===== src/rtl/rx_pause_ctl_pkg.sv =====
package rx_pause_ctl_pkg;

  typedef enum logic [1:0] {
    ST_IDLE     = 2'd0,
    ST_XOFF_ACK = 2'd1,
    ST_WAIT_XON = 2'd2,
    ST_XON_ACK  = 2'd3
  } pauseState_e;

  // strobes from control to datapath
  typedef struct packed {
    logic loadXoff;
    logic loadXon;
  } dpCtl_t;

endpackage


===== src/rtl/rx_pause_ctl_dp.sv =====
module rx_pause_ctl_dp
  import rx_pause_ctl_pkg::*;
#(
  parameter int LEVEL_W     = 15,
  parameter int THR_W       = 9,
  parameter int QUANT_SHIFT = 6,
  parameter int TIME_W      = 16,
  parameter int FIFO_BYTES  = 16384
) (
  input  logic               clk,
  input  logic               rstN,
  input  logic [LEVEL_W-1:0] fifoLevel,
  input  logic [THR_W-1:0]   offThresh,
  input  logic [THR_W-1:0]   onThresh,
  input  logic [TIME_W-1:0]  pauseTime,
  input  dpCtl_t             ctl,
  output logic               overOff,
  output logic               underOn,
  output logic [TIME_W-1:0]  pauseValue
);

  localparam int BYTE_W = THR_W + QUANT_SHIFT;
  localparam int CMP_W  = (LEVEL_W > BYTE_W) ? LEVEL_W : BYTE_W;

  logic [CMP_W-1:0] levelExt;
  logic [CMP_W-1:0] offBytes;
  logic [CMP_W-1:0] onBytes;
  logic             onUsable;

  assign levelExt = CMP_W'(fifoLevel);
  assign offBytes = CMP_W'({offThresh, {QUANT_SHIFT{1'b0}}});
  assign onBytes  = CMP_W'({onThresh, {QUANT_SHIFT{1'b0}}});
  assign onUsable = (32'(onBytes) < FIFO_BYTES);

  assign overOff = (offThresh != '0) && (levelExt > offBytes);
  assign underOn = onUsable && (levelExt < onBytes);

  always_ff @(posedge clk or negedge rstN) begin
    if (!rstN) begin
      pauseValue <= '0;
    end else if (ctl.loadXoff) begin
      pauseValue <= pauseTime;
    end else if (ctl.loadXon) begin
      pauseValue <= '0;
    end
  end


  strobe_excl_chk: assert property (@(posedge clk) disable iff (!rstN)
    !(ctl.loadXoff && ctl.loadXon));


  xon_zero_chk: assert property (@(posedge clk) disable iff (!rstN)
    ctl.loadXon |=> (pauseValue == '0));

endmodule


===== src/rtl/rx_pause_ctl_fsm.sv =====
module rx_pause_ctl_fsm
  import rx_pause_ctl_pkg::*;
(
  input  logic        clk,
  input  logic        rstN,
  input  logic        overOff,
  input  logic        underOn,
  input  logic        macAck,
  output dpCtl_t      ctl,
  output pauseState_e state,
  output logic        pauseReq
);

  pauseState_e stateNext;

  always_comb begin
    stateNext = state;
    ctl       = '0;
    unique case (state)
      ST_IDLE: if (overOff) begin
        stateNext    = ST_XOFF_ACK;
        ctl.loadXoff = 1'b1;
      end
      ST_XOFF_ACK: if (macAck) stateNext = ST_WAIT_XON;
      ST_WAIT_XON: if (underOn) begin
        stateNext   = ST_XON_ACK;
        ctl.loadXon = 1'b1;
      end
      ST_XON_ACK: if (macAck) stateNext = ST_IDLE;
      default: stateNext = ST_IDLE;
    endcase
  end

  always_ff @(posedge clk or negedge rstN) begin
    if (!rstN) state <= ST_IDLE;
    else       state <= stateNext;
  end

  assign pauseReq = (state == ST_XOFF_ACK) || (state == ST_XON_ACK);


  req_hold_chk: assert property (@(posedge clk) disable iff (!rstN)
    (pauseReq && !macAck) |=> pauseReq);


  wait_xon_step_chk: assert property (@(posedge clk) disable iff (!rstN)
    (state == ST_WAIT_XON) |=> (state == ST_WAIT_XON || state == ST_XON_ACK));


  idle_ack_chk: assert property (@(posedge clk) disable iff (!rstN)
    (state == ST_IDLE && !overOff) |=> (state == ST_IDLE));

endmodule


===== src/rtl/rx_pause_ctl.sv =====
module rx_pause_ctl
  import rx_pause_ctl_pkg::*;
#(
  parameter int LEVEL_W     = 15,
  parameter int THR_W       = 9,
  parameter int QUANT_SHIFT = 6,
  parameter int TIME_W      = 16,
  parameter int FIFO_BYTES  = 16384
) (
  input  logic               clk,
  input  logic               rstN,
  input  logic [LEVEL_W-1:0] fifoLevel,
  input  logic [THR_W-1:0]   offThresh,
  input  logic [THR_W-1:0]   onThresh,
  input  logic [TIME_W-1:0]  pauseTime,
  input  logic               macAck,
  output logic               pauseReq,
  output logic [TIME_W-1:0]  pauseValue,
  output logic [1:0]         stateCode
);

  dpCtl_t      ctl;
  pauseState_e state;
  logic        overOff;
  logic        underOn;

  rx_pause_ctl_dp #(
    .LEVEL_W(LEVEL_W), .THR_W(THR_W), .QUANT_SHIFT(QUANT_SHIFT),
    .TIME_W(TIME_W), .FIFO_BYTES(FIFO_BYTES)
  ) dp (
    .clk(clk), .rstN(rstN), .fifoLevel(fifoLevel), .offThresh(offThresh),
    .onThresh(onThresh), .pauseTime(pauseTime), .ctl(ctl),
    .overOff(overOff), .underOn(underOn), .pauseValue(pauseValue)
  );

  rx_pause_ctl_fsm fsm (
    .clk(clk), .rstN(rstN), .overOff(overOff), .underOn(underOn),
    .macAck(macAck), .ctl(ctl), .state(state), .pauseReq(pauseReq)
  );

  assign stateCode = state;


  value_hold_chk: assert property (@(posedge clk) disable iff (!rstN)
    (pauseReq && !macAck) |=> $stable(pauseValue));


  off_zero_chk: assert property (@(posedge clk) disable iff (!rstN)
    (stateCode == 2'd0 && offThresh == '0) |=> (stateCode == 2'd0));


  xon_value_chk: assert property (@(posedge clk) disable iff (!rstN)
    (stateCode == 2'd3) |-> (pauseValue == '0));

endmodule


===== config.mk =====
export PLATFORM = sky130hd
export DESIGN_NAME = rx_pause_ctl
export DESIGN_NICKNAME = d
export VERILOG_FILES = /design/src/rtl/rx_pause_ctl_pkg.sv /design/src/rtl/rx_pause_ctl_dp.sv /design/src/rtl/rx_pause_ctl_fsm.sv /design/src/rtl/rx_pause_ctl.sv
export SDC_FILE = /design/constraint.sdc
export NUM_CORES = 1
export LEC_CHECK = 0
export ABC_AREA = 1
export BUFFER_PORTS_ARGS = -buffer_cell sky130_fd_sc_hd__buf_2
export CORE_ASPECT_RATIO = 1.25
export CORE_MARGIN = 4
export CORE_UTILIZATION = 34
export DETAILED_ROUTE_END_ITERATION = 16
export GPL_ROUTABILITY_DRIVEN = 1
export PLACE_DENSITY_LB_ADDON = 0.25
export SLEW_MARGIN = 20
export SYNTH_ARGS = -nofsm -noshare
export SYNTH_HDL_FRONTEND = slang
export SYNTH_SLANG_ARGS = --single-unit

===== constraint.sdc =====
create_clock -name clk -period 2.5 [get_ports clk]
set_input_delay 0.5 -clock clk [delete_from_list [all_inputs] [get_ports clk]]
set_output_delay 0.5 -clock clk [all_outputs]
set_load 0.05 [all_outputs]

==> results of run 1 <==
final cells by class:
class / count / share of cell area, %
multi-input cells: 122 / 42.89
flip-flops and latches: 18 / 23.79
repair buffers: 70 / 18.51
inverters: 45 / 8.923
well taps: 56 / 3.701
clock buffers: 3 / 2.181
sequential cells by signal (all words and copies together), names as in the netlist:
signal	cells
dp.pauseValue	16
fsm.state	2
kinds of logic after synthesis:
logic type / Yosys count / synth area share [%]
and+or+nand+nor: 79 / 26.97
buffers and inverters: 49 / 14.71
adders and majority gates: 22 / 18.60
AOI/OAI and AO/OA: 21 / 9.298
DFF: 18 / 30.43
critical path, delay by kind of cell, from the launching register on:
kind	cells	cell delay, ns
adder cells (fa/ha/maj)	1	0.18
AND/OR/NAND/NOR	1	0.29
flip-flops	1	0.41
buffers and inverters	2	0.31
Yosys cell counts, types with 2 or more instances:
| library cell | n |
|---|---|
| nand2_1 | 36 |
| or2_2 | 2 |
| nand3_1 | 19 |
| nor2_1 | 9 |
| dfrtp_1 | 18 |
| nand3_2 | 2 |
| inv_1 | 45 |
| ha_1 | 22 |
| o21ai_2 | 7 |
| nand4_1 | 3 |
| a21oi_1 | 3 |
| o21ai_1 | 9 |
| buf_6 | 3 |
final timing paths:
kind	to	slack, ns	cells after the start
max	pauseReq	0.56	4
min	dp.pauseValue[1]	0.17	1
max reg2reg	dp.pauseValue[9]	1.01	5
min reg2reg	dp.pauseValue[15]	0.51	2
max in group asynchronous	dp.pauseValue[8]	2.05	1
min in group clk	dp.pauseValue[14]	0.48	3
power by group:
part	switching, W	internal, W	total, W
registers	0.0000754	0.000421	0.000496
clock network	0.0000828	0.000107	0.000189
logic	0.000821	0.000312	0.00113
total	0.000979	0.000839	0.00182
routing by layer:
metal / GRT usage, % / part of all wire (%)
met1: 13.46 / 41
met2: 21.53 / 49
met3: 3.010 / 9.1
met4: 3.651 / 0.39
met5: 0 / 0
through the flow:
stage          instances  area [um^2]  hold slack (ns)  util (%)
3_3_place_gp         311         1852           0.4517     44.82
6_report             314         1893           0.1722     45.82
3_5_place_dp         311         1852           0.4575     44.82
5_1_grt              314         1893           0.1927     45.82
2_1_floorplan        189         1480           0.2044         -
4_1_cts              314         1893           0.1820     45.82
==> results.py, run 1 <==
metrics = {
    "outcome": {
        "outcome": "finished clean",
    },
    "worst_setup_path": {
        "path_max_fanout": 5,
        "crit_required_ns": 2.00,
        "cp.arrival_ns": 1.44,
        "endpoint_kind": "output pin",
        "crit_chain": "inv_1 -> ha_1 -> or2_2 -> buf_2",
        "cpPeakStageDelay_ns": 0.41,
        "startpoint_type": "register",
        "crit_type": "reg -> out",
        "crit_start": "fsm.state[1]",
        "cp_slowest_cell": "dfrtp_1",
        "reg2reg_from": "fsm.state[1]",
    },
    "synthesis": {
        "syn_area_um2": 1480,
        "yosysUniqueCellTypes": 24,
        "synth_top_area_share_pct": 30.43,
        "synth_area_leader_cell": "dfrtp_1",
        "postSynthAreaPerCell_um2": 7.832,
        "synth-edff-count": 0,
        "ys.flop_type": "dfrtp_1",
        "syn_nets": 263,
        "ys_seq_area_share_pct": 30.43,
        "synth.area.top_cells": "dfrtp_1 30%, ha_1 19%, inv_1 11%, nand2_1 9.1%, nand3_1 6.4%",
        "synth-seq-cells": 18,
        "async_reset_ff_share_pct": 100.0,
        "synthCells": 189,
        "yosysWarningCount": 0,
    },
    "run": {
        "maxCapViolations": 0,
    },
    "clock_tree": {
        "cts.path.max_buffers": 2,
        "cts_resized": 0,
        "cts_setup_buffers": 0,
        "clock-root-buffer": "clkbuf_8",
        "cts.sinks": 18,
        "cts_hold_buf": 0,
        "clk_pin_slew_worst_paths_ns": 0.06,
        "tritoncts": "yes",
        "clk_latency_ns": 0.24,
        "numCtsBuffers": 3,
        "htree_num_levels": 1,
    },
    "die": {
        "io_pins": 71,
        "initial_core_util_pct": 35.83,
        "rows": 26,
        "die_area_um2": 5480,
        "die_w_um": 67.02,
        "die_h_um": 81.77,
        "core-area_um2": 4131,
    },
    "grt": {
        "track_usage_pct": 11.88,
        "overflow": 0,
        "grt_pass1_wl_mm": 5.112,
        "grt_pass1_vias": 1239,
        "grt_antenna_before_repair": 0,
        "grt_max_degree": 33,
    },
    "finish": {
        "syn_to_final_growth_pct": 27.90,
        "ff_latch_area_um2": 450.4,
        "final_cell_mix": "70 x buf_2, 45 x inv_1, 36 x nand2_1, 22 x ha_1, 19 x nand3_1",
        "diodes": 0,
        "nNetsFinal": 334,
        "drive_gt1_share_pct": 35.27,
        "multi_input_comb_area_um2": 812.0,
        "num-fill-cells": 444,
        "layout_commonest_cell": "buf_2",
    },
    "routing": {
        "wire_per_inst_um": 9.720,
        "dr.pass1.iters": 4,
        "routed_wl_mm": 3.052,
        "ant_nets": 0,
        "via_per_inst": 4.169,
        "num_vias": 1309,
        "drc": 0,
        "drtIter0Drc": 36,
    },
    "timing": {
        "setup_ws_ns": 0.5557,
        "relSlewSlack_pct": 73.92,
        "maxSlewViolCount": 0,
        "worst_pin_slew_ns": 0.3913,
        "setup_viol": 0,
        "clock_skew_ns": 0.001527,
        "fin_tns_setup_ns": 0,
        "max_freq_mhz": 514.3,
        "rsz0062_at_grt": "no",
        "post-route-period-util_pct": 77.77,
        "final_hold_viol_count": 0,
        "min_period_ns": 1.944,
    },
    "placed_design": {
        "dp_hpwl_mm": 2.662,
        "portBuffers": 70,
        "dp_slack_ns": 0.4319,
        "finalWeightedCongestion": 0.7688,
    },
    "worst_hold_path": {
        "hold_class": "in -> async",
    },
    "power": {
        "p_leak_nw": 1.167,
        "peakVddDrop_mv": 0.6390,
        "power.total_w": 0.001818,
        "power_density_nw_per_um2": 960.6,
    },
}
Power figures use the tool's default switching activity.
==> run 2: changes to the inputs <==
--- a/config.mk
+++ b/config.mk
@@ -5,7 +5,7 @@
 export SDC_FILE = /design/constraint.sdc
 export NUM_CORES = 1
 export LEC_CHECK = 0
-export ABC_AREA = 1
+export ABC_AREA = 0
 export BUFFER_PORTS_ARGS = -buffer_cell sky130_fd_sc_hd__buf_2
 export CORE_ASPECT_RATIO = 1.25
 export CORE_MARGIN = 4
==> constraint.sdc (replaced) <==
create_clock -name clk -period 1.64 [get_ports clk]
set_input_delay 0.328 -clock clk [delete_from_list [all_inputs] [get_ports clk]]
set_output_delay 0.328 -clock clk [all_outputs]
set_load 0.05 [all_outputs]
==> run 2 against run 1 <==
Clock power grew 64%. Synthesized area shrank 12%. Sequential power is 73% higher. Critical path depth up 4. Clock-buffer cell count is 1 higher. Via count rose by 5.9%. Critical endpoint is now fsm.state[1]. The flow now finishes with violations (negative setup slack). Non-clock buffer count is 19 higher. Clock skew hardly changed.
==> results.py, run 2 <==
metrics = {
    "synthesis": {
        "ys.flop_type": "dfrtp_1",
        "postSynthAreaPerCell_um2": 8.489,
        "synth-seq-cells": 18,
        "async_reset_ff_share_pct": 100.0,
        "synth_top_area_share_pct": 34.68,
        "synth.area.top_cells": "dfrtp_1 35%, ha_1 21%, inv_1 11%, nand3_1 7.3%, o21ai_0 6.9%",
        "post-synth-top-count-cell": "inv_1",
        "syn_nets": 227,
        "yosysUniqueCellTypes": 26,
        "synth-edff-count": 0,
        "yosys-top-cells-count": "37 x inv_1, 22 x ha_1, 19 x nand3_1",
        "synth_area_leader_cell": "dfrtp_1",
        "syn_area_um2": 1299,
        "ys_seq_area_share_pct": 34.68,
        "synthCells": 153,
        "yosysWarningCount": 0,
    },
    "grt": {
        "grt_max_degree": 19,
        "grt_pass1_vias": 1341,
        "overflow": 0,
        "grt_pass1_wl_mm": 5.837,
        "grt_antenna_before_repair": 0,
        "track_usage_pct": 14.37,
    },
    "outcome": {
        "outcome": "finished, violations left",
        "violations": "negative setup slack",
    },
    "worst_setup_path": {
        "cp_slowest_cell": "mux2_1",
        "r2r_slack_ns": 0.10,
        "reg2reg_from": "fsm.state[1]",
        "cpPeakStageDelay_ns": 0.34,
        "rr_worst_depth": 6,
        "crit_type": "in -> reg",
        "cp-endpoint": "fsm.state[1]",
        "crit_required_ns": 1.77,
        "cp.arrival_ns": 1.96,
        "crit_buf_inv": 1,
        "r2r-end": "fsm.state[1]",
        "endpoint_kind": "register",
        "crit_family": "compound AO/OA/AOI/OAI gates",
        "crit_start": "fifoLevel[7]",
        "cp_num_cells": 8,
        "startpoint_type": "primary input",
        "crit_chain": "buf_6 -> ha_4 -> and4_1 -> a31oi_1 -> o221ai_2 -> nand2_1 -> a221oi_2 -> mux2_1",
        "path_max_fanout": 2,
    },
    "timing": {
        "max_freq_mhz": 545.6,
        "clock_skew_ns": 0.001587,
        "setup_ws_ns": -0.1928,
        "maxSlewViolCount": 0,
        "worst_pin_slew_ns": 0.4120,
        "post-route-period-util_pct": 111.8,
        "rsz0062_at_grt": "yes",
        "hold-worst-slack_ns": 0.004712,
        "setup_viol": 2,
        "relSlewSlack_pct": 72.53,
        "final_hold_viol_count": 0,
        "min_period_ns": 1.833,
    },
    "die": {
        "core-area_um2": 3573,
        "die_area_um2": 4879,
        "die_w_um": 63.28,
        "io_pins": 71,
        "die_h_um": 77.10,
        "initial_core_util_pct": 36.34,
        "rows": 24,
    },
    "power": {
        "p_seq_share_pct": 25.0,
        "clock_power_share_pct": 9.0,
        "combPwrFrac_pct": 66.0,
        "p_leak_nw": 1.214,
        "p_switching_w": 0.001821,
        "p_int_w": 0.001612,
        "peakVddDrop_mv": 1.161,
        "power_density_nw_per_um2": 1511,
        "p_sw_share_pct": 53.04,
    },
    "routing": {
        "num_vias": 1386,
        "wire_per_inst_um": 13.59,
        "routed_wl_mm": 3.819,
        "via_per_inst": 4.932,
        "dr.pass1.iters": 4,
        "drc": 0,
        "drtIter0Drc": 19,
        "ant_nets": 0,
    },
    "clock_tree": {
        "clock-root-buffer": "clkbuf_8",
        "clk_latency_ns": 0.25,
        "cts_hold_buf": 0,
        "cts.sinks": 18,
        "htree_num_levels": 1,
        "tritoncts": "yes",
        "clk_pin_slew_worst_paths_ns": 0.07,
        "numCtsBuffers": 3,
        "cts.path.max_buffers": 2,
    },
    "finish": {
        "largestRegisters": "dp.pauseValue (16), fsm.state (2)",
        "syn_to_final_growth_pct": 74.95,
        "diodes": 0,
        "layout_commonest_cell": "buf_2",
        "drive_gt1_share_pct": 57.85,
        "largest_reg_flops": 16,
        "largest-register": "dp.pauseValue",
        "final_cell_mix": "60 x buf_2, 30 x inv_1, 17 x dfrtp_1, 15 x nand3_2, 15 x ha_1",
        "nNetsFinal": 317,
        "finish.utilization_pct": 63.59,
    },
    "run": {
        "maxCapViolations": 0,
    },
    "placed_design": {
        "finalWeightedCongestion": 0.8122,
        "dp_hpwl_mm": 2.674,
        "dp_slack_ns": -0.5339,
        "portBuffers": 70,
    },
    "worst_hold_path": {
        "hold_class": "in -> async",
    },
}
[run 2: cells by family after synthesis]
| kind of cell | synth area share [%] |
|---|---|
| fa+ha+maj | 21.19 |
| compound gates | 17.05 |
| mux | 0.8670 |
| flops | 34.68 |
| simple gates | 14.26 |
| buf+inv | 11.95 |
[run 2: cell type report]
| cell class | count | area [um^2] |
|---|---|---|
| clock buffer | 4 | 45.04 |
| inverter | 37 | 161.4 |
| timing repair buffer | 89 | 614.3 |
| multi-input combinational | 94 | 950.9 |
| fill | 307 | 1301 |
| tap | 39 | 48.80 |
| sequential | 18 | 451.7 |
[run 2: power by group through the flow]
| stage | sequential [W] | clock, W | combinational (W) |
|---|---|---|---|
| 2_1_floorplan | 0.00158 | 0 | 0.000590 |
| 3_3_place_gp | 0.000813 | 0 | 0.00188 |
| 3_5_place_dp | 0.000814 | 0 | 0.00191 |
| 4_1_cts | 0.000852 | 0.000319 | 0.00225 |
| 5_1_grt | 0.000890 | 0.000344 | 0.00242 |
| 6_report | 0.000858 | 0.000310 | 0.00226 |
[run 2: stage by stage]
step / std cells / total power [W] / instance area (um^2) / setup TNS [ns]
finish: 281 / 0.003433 / 2272 / -0.2868
global route: 281 / 0.003650 / 2272 / -0.9333
CTS: 282 / 0.003426 / 2183 / -0.9326
detailed placement: 271 / 0.002722 / 1871 / -5.635
global placement: 271 / 0.002697 / 1871 / -5.235
floorplan: 153 / 0.002173 / 1384 / -0.7227
[run 2: worst min-delay path by stage]
| stage | startpoint | end | depth (start not counted) |
|---|---|---|---|
| after global placement | rstN | dp.pauseValue[4] | 1 |
| after CTS | rstN | dp.pauseValue[4] | 1 |
| after detailed placement | rstN | dp.pauseValue[4] | 1 |
| final | rstN | dp.pauseValue[14] | 1 |
| after floorplan | rstN | dp.pauseValue[0] | 0 |
| after global routing | rstN | dp.pauseValue[1] | 1 |
[run 2: what timing repair did]
action                     4_1_cts  5_1_grt
cloned                           2        1
resized for setup               57       33
setup endpoints to repair       19       19
setup buffers                    5        2
pin swaps                       23       19
[run 2: per-layer routing]
layer,share of wire [%],vias to the layer above,global-route usage (%)
met5,0,-,0
met3,7.9,2,3.509
met2,52,52,25.98
li1,-,697,-
met4,0.16,0,2.592
met1,40,635,17.21
